**src/rtl/xlt_pkg.sv**
```systemverilog
package xlt_pkg;

    // Operation served in a cycle, in priority order fence > fill > lookup
    typedef enum logic [1:0] {
        OP_IDLE   = 2'd0,
        OP_LOOKUP = 2'd1,
        OP_INSERT = 2'd2,
        OP_FLUSH  = 2'd3
    } xlt_op_e;

endpackage

```
**src/rtl/xlt_match.sv**
```systemverilog
module xlt_match #(
    parameter int N        = 8,
    parameter int VPN_W    = 27,
    parameter int ASID_W   = 16,
    parameter int LVL_W    = 2,
    parameter int LVL_BITS = 9
) (
    input  logic [N-1:0]              ent_valid,
    input  logic [N-1:0][VPN_W-1:0]   ent_vpn,
    input  logic [N-1:0][ASID_W-1:0]  ent_asid,
    input  logic [N-1:0][LVL_W-1:0]   ent_lvl,
    input  logic [VPN_W-1:0]          q_vpn,
    input  logic [ASID_W-1:0]         q_asid,
    input  logic [LVL_W-1:0]          q_lvl,
    input  logic                      any_vpn,
    input  logic                      any_asid,
    input  logic                      same_lvl,
    output logic [N-1:0]              hit
);

    for (genvar i = 0; i < N; i++) begin : g_slot
        logic [VPN_W-1:0] keep;
        logic             tag_ok;
        logic             page_ok;
        logic             lvl_ok;

        // bits above the slot's page level take part in the compare
        assign keep    = {VPN_W{1'b1}} << (LVL_BITS * int'(ent_lvl[i]));
        assign tag_ok  = any_asid || (ent_asid[i] == q_asid);
        assign page_ok = any_vpn || (((ent_vpn[i] ^ q_vpn) & keep) == '0);
        assign lvl_ok  = !same_lvl || (ent_lvl[i] == q_lvl);
        assign hit[i]  = ent_valid[i] && tag_ok && page_ok && lvl_ok;
    end

endmodule

```
**src/rtl/xlt_victim.sv**
```systemverilog
module xlt_victim #(
    parameter int N     = 8,
    parameter int SEQ_W = 32,
    localparam int IDX_W = (N > 1) ? $clog2(N) : 1
) (
    input  logic [N-1:0]             ent_valid,
    input  logic [N-1:0][SEQ_W-1:0]  ent_stamp,
    output logic [IDX_W-1:0]         victim
);

    logic             free_found;
    logic [IDX_W-1:0] free_idx;
    logic [IDX_W-1:0] old_idx;
    logic [SEQ_W-1:0] old_stamp;

    always_comb begin
        free_found = 1'b0;
        free_idx   = '0;
        for (int i = 0; i < N; i++) begin
            if (!ent_valid[i] && !free_found) begin
                free_found = 1'b1;
                free_idx   = IDX_W'(i);
            end
        end
        // strict compare keeps the lowest index on equal stamps
        old_idx   = '0;
        old_stamp = ent_stamp[0];
        for (int i = 1; i < N; i++) begin
            if (ent_stamp[i] < old_stamp) begin
                old_stamp = ent_stamp[i];
                old_idx   = IDX_W'(i);
            end
        end
        victim = free_found ? free_idx : old_idx;
    end

endmodule

```
**src/rtl/xlt_counters.sv**
```systemverilog
module xlt_counters #(
    parameter int CNT_W = 16
) (
    input  logic             clk,
    input  logic             rst_n,
    input  logic             count_en,
    input  logic             is_write,
    input  logic             was_hit,
    output logic [CNT_W-1:0] cnt_rd_hit,
    output logic [CNT_W-1:0] cnt_rd_miss,
    output logic [CNT_W-1:0] cnt_wr_hit,
    output logic [CNT_W-1:0] cnt_wr_miss,
    output logic [CNT_W:0]   cnt_hit_total,
    output logic [CNT_W:0]   cnt_miss_total,
    output logic [CNT_W+1:0] cnt_access_total
);

    always_ff @(posedge clk) begin
        if (!rst_n) begin
            cnt_rd_hit  <= '0;
            cnt_rd_miss <= '0;
            cnt_wr_hit  <= '0;
            cnt_wr_miss <= '0;
        end else if (count_en) begin
            unique case ({is_write, was_hit})
                2'b00:   cnt_rd_miss <= cnt_rd_miss + 1'b1;
                2'b01:   cnt_rd_hit  <= cnt_rd_hit + 1'b1;
                2'b10:   cnt_wr_miss <= cnt_wr_miss + 1'b1;
                default: cnt_wr_hit  <= cnt_wr_hit + 1'b1;
            endcase
        end
    end

    assign cnt_hit_total    = {1'b0, cnt_rd_hit} + {1'b0, cnt_wr_hit};
    assign cnt_miss_total   = {1'b0, cnt_rd_miss} + {1'b0, cnt_wr_miss};
    assign cnt_access_total = {1'b0, cnt_hit_total} + {1'b0, cnt_miss_total};

endmodule

```
**src/rtl/xlt_cache.sv**
```systemverilog
module xlt_cache
    import xlt_pkg::*;
#(
    parameter int N        = 8,
    parameter int VPN_W    = 27,
    parameter int ASID_W   = 16,
    parameter int PPN_W    = 28,
    parameter int LVL_W    = 2,
    parameter int LVL_BITS = 9,
    parameter int PTE_W    = 8,
    parameter int OFF_W    = 12,
    parameter int SEQ_W    = 32,
    parameter int CNT_W    = 16
) (
    input  logic                    clk,
    input  logic                    rst_n,
    input  logic                    lk_valid,
    input  logic [VPN_W+OFF_W-1:0]  lk_vaddr,
    input  logic [ASID_W-1:0]       lk_asid,
    input  logic                    lk_write,
    input  logic                    lk_hidden,
    input  logic                    ins_valid,
    input  logic [VPN_W-1:0]        ins_vpn,
    input  logic [ASID_W-1:0]       ins_asid,
    input  logic [PPN_W-1:0]        ins_ppn,
    input  logic [LVL_W-1:0]        ins_level,
    input  logic [PTE_W-1:0]        ins_pte,
    input  logic                    fl_valid,
    input  logic [VPN_W-1:0]        fl_vpn,
    input  logic [ASID_W-1:0]       fl_asid,
    output logic                    rsp_valid,
    output logic                    rsp_hit,
    output logic [PPN_W+OFF_W-1:0]  rsp_paddr,
    output logic [PTE_W-1:0]        rsp_pte,
    output logic [CNT_W-1:0]        cnt_rd_hit,
    output logic [CNT_W-1:0]        cnt_rd_miss,
    output logic [CNT_W-1:0]        cnt_wr_hit,
    output logic [CNT_W-1:0]        cnt_wr_miss,
    output logic [CNT_W:0]          cnt_hit_total,
    output logic [CNT_W:0]          cnt_miss_total,
    output logic [CNT_W+1:0]        cnt_access_total
);

    localparam int IDX_W = (N > 1) ? $clog2(N) : 1;
    localparam int VA_W  = VPN_W + OFF_W;
    localparam int PA_W  = PPN_W + OFF_W;

    typedef logic [IDX_W-1:0] idx_t;

    // slot storage
    logic [N-1:0]              ent_valid;
    logic [N-1:0][VPN_W-1:0]   ent_vpn;
    logic [N-1:0][ASID_W-1:0]  ent_asid;
    logic [N-1:0][LVL_W-1:0]   ent_lvl;
    logic [N-1:0][PPN_W-1:0]   ent_ppn;
    logic [N-1:0][PTE_W-1:0]   ent_pte;
    logic [N-1:0][SEQ_W-1:0]   ent_stamp;
    logic [SEQ_W-1:0]          seq_q;
    logic [SEQ_W-1:0]          seq_next;

    xlt_op_e op_cur;
    xlt_op_e op_q;

    logic [VPN_W-1:0] lk_vpn;
    logic [N-1:0]     lk_hit;
    logic [N-1:0]     ins_hit;
    logic [N-1:0]     fl_hit;
    logic             lk_any;
    logic             ins_any;
    idx_t             lk_idx;
    idx_t             ins_idx;
    idx_t             vic_idx;
    logic [VPN_W-1:0] lk_keep;
    logic [PA_W-1:0]  lk_pa;

    function automatic idx_t first_set(input logic [N-1:0] v);
        idx_t r;
        r = '0;
        for (int i = N - 1; i >= 0; i--) begin
            if (v[i]) r = idx_t'(i);
        end
        return r;
    endfunction

    assign lk_vpn   = lk_vaddr[VA_W-1:OFF_W];
    assign seq_next = seq_q + 1'b1;

    // three compare banks: lookup, fill key, fence
    xlt_match #(.N(N), .VPN_W(VPN_W), .ASID_W(ASID_W), .LVL_W(LVL_W), .LVL_BITS(LVL_BITS)) u_lk_match (
        .ent_valid(ent_valid), .ent_vpn(ent_vpn), .ent_asid(ent_asid), .ent_lvl(ent_lvl),
        .q_vpn(lk_vpn), .q_asid(lk_asid), .q_lvl('0),
        .any_vpn(1'b0), .any_asid(1'b0), .same_lvl(1'b0), .hit(lk_hit)
    );

    xlt_match #(.N(N), .VPN_W(VPN_W), .ASID_W(ASID_W), .LVL_W(LVL_W), .LVL_BITS(LVL_BITS)) u_ins_match (
        .ent_valid(ent_valid), .ent_vpn(ent_vpn), .ent_asid(ent_asid), .ent_lvl(ent_lvl),
        .q_vpn(ins_vpn), .q_asid(ins_asid), .q_lvl(ins_level),
        .any_vpn(1'b0), .any_asid(1'b0), .same_lvl(1'b1), .hit(ins_hit)
    );

    xlt_match #(.N(N), .VPN_W(VPN_W), .ASID_W(ASID_W), .LVL_W(LVL_W), .LVL_BITS(LVL_BITS)) u_fl_match (
        .ent_valid(ent_valid), .ent_vpn(ent_vpn), .ent_asid(ent_asid), .ent_lvl(ent_lvl),
        .q_vpn(fl_vpn), .q_asid(fl_asid), .q_lvl('0),
        .any_vpn(fl_vpn == '0), .any_asid(fl_asid == '0), .same_lvl(1'b0), .hit(fl_hit)
    );

    xlt_victim #(.N(N), .SEQ_W(SEQ_W)) u_victim (
        .ent_valid(ent_valid), .ent_stamp(ent_stamp), .victim(vic_idx)
    );

    assign lk_any  = |lk_hit;
    assign ins_any = |ins_hit;
    assign lk_idx  = first_set(lk_hit);
    assign ins_idx = first_set(ins_hit);

    // physical address: base OR the virtual bits the page level leaves open
    assign lk_keep = {VPN_W{1'b1}} << (LVL_BITS * int'(ent_lvl[lk_idx]));
    assign lk_pa   = {ent_ppn[lk_idx] | PPN_W'(lk_vpn & ~lk_keep), lk_vaddr[OFF_W-1:0]};

    // operation decode
    always_comb begin
        if (fl_valid)       op_cur = OP_FLUSH;
        else if (ins_valid) op_cur = OP_INSERT;
        else if (lk_valid)  op_cur = OP_LOOKUP;
        else                op_cur = OP_IDLE;
    end

    // state register
    always_ff @(posedge clk) begin
        if (!rst_n) op_q <= OP_IDLE;
        else        op_q <= op_cur;
    end

    // slot update per operation
    always_ff @(posedge clk) begin
        if (!rst_n) begin
            ent_valid <= '0;
            ent_vpn   <= '0;
            ent_asid  <= '0;
            ent_lvl   <= '0;
            ent_ppn   <= '0;
            ent_pte   <= '0;
            ent_stamp <= '0;
            seq_q     <= '0;
        end else begin
            unique case (op_cur)
                OP_FLUSH: begin
                    ent_valid <= ent_valid & ~fl_hit;
                end
                OP_INSERT: begin
                    if (ins_any) begin
                        ent_pte[ins_idx]   <= ins_pte;
                        ent_stamp[ins_idx] <= seq_next;
                    end else begin
                        ent_valid[vic_idx] <= 1'b1;
                        ent_vpn[vic_idx]   <= ins_vpn;
                        ent_asid[vic_idx]  <= ins_asid;
                        ent_lvl[vic_idx]   <= ins_level;
                        ent_ppn[vic_idx]   <= ins_ppn;
                        ent_pte[vic_idx]   <= ins_pte;
                        ent_stamp[vic_idx] <= seq_next;
                    end
                    seq_q <= seq_next;
                end
                OP_LOOKUP: begin
                    if (lk_any && !lk_hidden) begin
                        ent_stamp[lk_idx] <= seq_next;
                        seq_q             <= seq_next;
                    end
                end
                default: begin
                end
            endcase
        end
    end

    // response outputs
    always_ff @(posedge clk) begin
        if (!rst_n) begin
            rsp_hit   <= 1'b0;
            rsp_paddr <= '0;
            rsp_pte   <= '0;
        end else begin
            rsp_hit   <= (op_cur == OP_LOOKUP) && lk_any;
            rsp_paddr <= ((op_cur == OP_LOOKUP) && lk_any) ? lk_pa : '0;
            rsp_pte   <= ((op_cur == OP_LOOKUP) && lk_any) ? ent_pte[lk_idx] : '0;
        end
    end

    assign rsp_valid = (op_q == OP_LOOKUP);

    xlt_counters #(.CNT_W(CNT_W)) u_counters (
        .clk(clk), .rst_n(rst_n),
        .count_en((op_cur == OP_LOOKUP) && !lk_hidden),
        .is_write(lk_write), .was_hit(lk_any),
        .cnt_rd_hit(cnt_rd_hit), .cnt_rd_miss(cnt_rd_miss),
        .cnt_wr_hit(cnt_wr_hit), .cnt_wr_miss(cnt_wr_miss),
        .cnt_hit_total(cnt_hit_total), .cnt_miss_total(cnt_miss_total),
        .cnt_access_total(cnt_access_total)
    );

endmodule

```
**config.mk**
```make
export PLATFORM = sky130hd
export DESIGN_NAME = xlt_cache
export DESIGN_NICKNAME = d
export VERILOG_FILES = /design/src/rtl/xlt_pkg.sv /design/src/rtl/xlt_match.sv /design/src/rtl/xlt_victim.sv /design/src/rtl/xlt_counters.sv /design/src/rtl/xlt_cache.sv
export SDC_FILE = /design/constraint.sdc
export NUM_CORES = 2
export LEC_CHECK = 0
export BUFFER_PORTS_ARGS = -buffer_cell sky130_fd_sc_hd__buf_2
export CAP_MARGIN = 15
export CORE_MARGIN = 8
export CORE_UTILIZATION = 35
export CTS_BUF_LIST = sky130_fd_sc_hd__clkbuf_4
export DETAILED_ROUTE_END_ITERATION = 10
export PLACE_DENSITY = 0.53
export SYNTH_ARGS = -nofsm -noshare
export SYNTH_HDL_FRONTEND = slang
export SYNTH_SLANG_ARGS = --single-unit
```
**constraint.sdc**
```tcl
create_clock -name clk -period 45.4 [get_ports clk]
set_input_delay 2.27 -clock clk [delete_from_list [all_inputs] [get_ports clk]]
set_output_delay 2.27 -clock clk [all_outputs]
set_load 0.03 [all_outputs]
```
==> summary.md <==
| Metric | Value |
|---|---|
| Run status | `complete, no violations` |
| First-pass GRT wire length | `373.2 mm` |
| CP max-delay cell | `nor2b_4` |
| Final Instance Count excl. Fillers | `10493` |
| Crit-path leading delay family | `compound AO/OA/AOI/OAI gates` |
| H-tree depth | `5` |
| Drt total wl | `255.6 mm` |
| Sequential area share after synthesis | `33.34%` |
| Initial DRC Count | `5223` |
| DR WL/cell | `24.36 microns` |
| Die area | `0.1956 sq mm` |
| Clk buf depth | `4` |
| Share of flip-flops with an asynchronous set or reset | `0%` |
| Clock sink count | `1059` |
| Max-slew violation count | `0` |
| RSZ-0062 raised after global routing | `false` |
| Post-CTS Setup Bufs | `0` |
| Synth Flop Type | `dfxtp_1` |
| Final Skew | `0.1492 ns` |
| Mapped Cells | `7702` |
| Syn Nets | `8154` |
| Placed cells | `9940` |
| Clock root cell | `clkbuf_4` |
| Fill count | `18636` |
| Port Buffers | `351` |
| Core box area | `0.1807 sq mm` |
| CTS Hold Buffers Added | `0` |
| Synthesis-to-finish area growth | `11.10%` |
| Final setup vio count | `0` |
| CP endpoint kind | `flop` |
| Post-route cell area | `0.07065 sq mm` |
| Cell area after synthesis | `0.06360 sq mm` |
| Leak | `28.88 nW` |
| CP Launch Type | `flop` |
| Total grt overflow | `0` |
| Sequential cell area | `0.02120 sq mm` |
| Placed cell area | `0.06686 sq mm` |
| Post-layout util | `39.09%` |
| Share of cells above drive strength 1 | `12.27%` |
| Largest net degree at the start of global routing | `208` |
| Crit path largest cell delay | `1.01 ns` |
| Cts repair resizes | `0` |
| Vias in the first global route | `55326` |
| Drt via density | `5.492` |
| Crit path buf inv count | `13` |
| Die W | `442.3 microns` |
| CP arrival | `25.68 ns` |
| Placer Congestion | `0.9670` |
| Yosys Warn Count | `0` |
| Crit Path Max Fanout | `62` |
| Slew headroom | `13.64%` |
| Commonest non-fill, non-tap cell in the layout | `dfxtp_1` |
| Worst endpoint required time | `46.55 ns` |
| Setup CP Type | `flop to flop` |
| Final hold violation count | `0` |
| Top cells by area, synth | `dfxtp_1 (33%), mux2i_1 (9.6%), xnor2_1 (9.1%)` |
| Max VDD drop | `36.20 uV` |
| Final Critical Period | `24.53 ns` |
| Clock-pin slew on the worst setup and hold paths | `0.06 ns` |
| Total Neg Setup Slack | `0 ns` |
| Initial Util | `35.19%` |
| F_max | `0.04077 GHz` |
| Area of the multi-input gates | `0.03966 sq mm` |
| Post-synth top area share | `33.34%` |
| Overall Global Routing Usage | `24.88%` |
| Synth Register Bits | `1059` |
| I/O pin cnt | `352` |
| Initial antenna violation count | `48` |
| Most frequent cells in the layout | `dfxtp_1 (1059), nand2_1 (1022), nor2_1 (768)` |
| Total power density per cell area | `31.16 mW/mm^2` |
| Clk_lat worst skew | `1.40 ns` |
| Worst-margin pin slew | `1.284 ns` |
| Die height | `442.3 microns` |
| FP Rows | `156` |
| CTS tree | `built` |
| Most used cell along the critical path | `a21o_1` |
| DP HPWL | `178.8 mm` |
| Period Utilization, post-route | `54.03%` |
| Post-Syn Area per Cell | `8.257 sq um` |
| 1st-pass router iterations | `8` |
| Worst reg-to-reg setup slack | `20.87 ns` |
| Vias post-DR | `57623` |
| Worst min path class | `flop to flop` |
| Max_cap viols | `0` |
| Number of synthesized flops with an enable pin | `0` |
| Net count, final | `8348` |
| Netlist cell types | `104` |
| Post-DRT Antenna Nets | `0` |
| Num CTS Buffers | `324` |
| Remaining DRCs | `0` |
| Post-synth top area cell | `dfxtp_1` |
[routing by layer]
layer,routed length [microns],vias up,GRT usage (%)
met5,140,-,0
met1,111700,27620,32.78
met2,110100,2299,38.13
met3,18550,714,4.923
met4,15010,22,13.69
li1,-,26968,-
[synth_stat cells (32+ instances only)]
cell type,number
inv_1,179
nand2_1,1028
a211oi_1,78
buf_2,74
nand3_1,108
buf_1,50
ha_1,263
xnor2_1,659
a21o_1,66
dfxtp_1,1059
nor3_1,124
o22ai_1,33
a21oi_1,605
nor2_1,770
clkbuf_1,412
xor2_1,543
mux2i_1,609
and3_1,44
o21ai_0,119
nor4_1,139
and2_1,32
nand4_1,211
[state kept, by name (all words and copies together) (netlist names)]
| name | count |
|---|---|
| u_counters.cnt_wr_hit | 16 |
| ent_stamp | 256 |
| ent_valid | 8 |
| u_counters.cnt_rd_hit | 16 |
| ent_vpn | 216 |
| ent_lvl | 16 |
| seq_q | 32 |
| u_counters.cnt_rd_miss | 16 |
| ent_ppn | 224 |
| rsp_pte | 8 |
| rsp_hit | 1 |
| u_counters.cnt_wr_miss | 16 |
| ent_asid | 128 |
| ent_pte | 64 |
| rsp_paddr | 40 |
| op_q | 2 |
[where the power goes]
part           internal [mW]  switching (mW)  total [mW]
combinational          0.108           0.240       0.349
clock                  0.463           0.441       0.904
sequential             0.938          0.0101       0.948
total                   1.51           0.691        2.20
[area by class of cell]
cell class / count / area share, %
Antenna cell: 29 / 0.1027
Tap cell: 2370 / 4.197
Inverter: 180 / 0.9669
Clock inverter: 67 / 0.4073
Clock buffer: 457 / 4.856
Multi-Input combinational cell: 5905 / 56.14
Timing Repair Buffer: 426 / 3.328
Sequential cell: 1059 / 30.01
[cells by family after synthesis]
logic type	after synthesis	share of synthesized area, %
AO/OA/AOI/OAI	1182	11.68
XOR/XNOR	1202	16.55
adder cells (fa/ha/maj)	268	5.300
buffers and inverters	738	4.643
flip-flops	1059	33.34
multiplexers	626	9.904
AND/OR/NAND/NOR	2627	18.58
[path summary, 6_finish.rpt]
path | start | endpoint | depth (start not counted)
worst max-delay path | ent_stamp[11] | ent_vpn[203] | 102
worst min-delay path | ent_ppn[58] | ent_ppn[58] | 2
worst max register to register | ent_stamp[11] | ent_vpn[203] | 102
worst min register to register | ent_ppn[58] | ent_ppn[58] | 2
[tightest hold or removal path, stage by stage (launching register included)]
cell	delay [ns]
dfxtp_1	0.31
nand2_1	0.05
a21oi_1	0.05
[stage by stage]
stage | power (mW) | worst slack (ns) | hold WS (ns)
after floorplan | 1.212 | 25.69 | 0.4315
after global placement | 1.308 | 21.54 | 0.4381
after detailed placement | 1.311 | 21.06 | 0.4439
after CTS | 2.223 | 20.99 | 0.4527
after global routing | 2.304 | 18.88 | 0.4665
final | 2.201 | 20.87 | 0.4530
(Power assumes the default switching activity.)
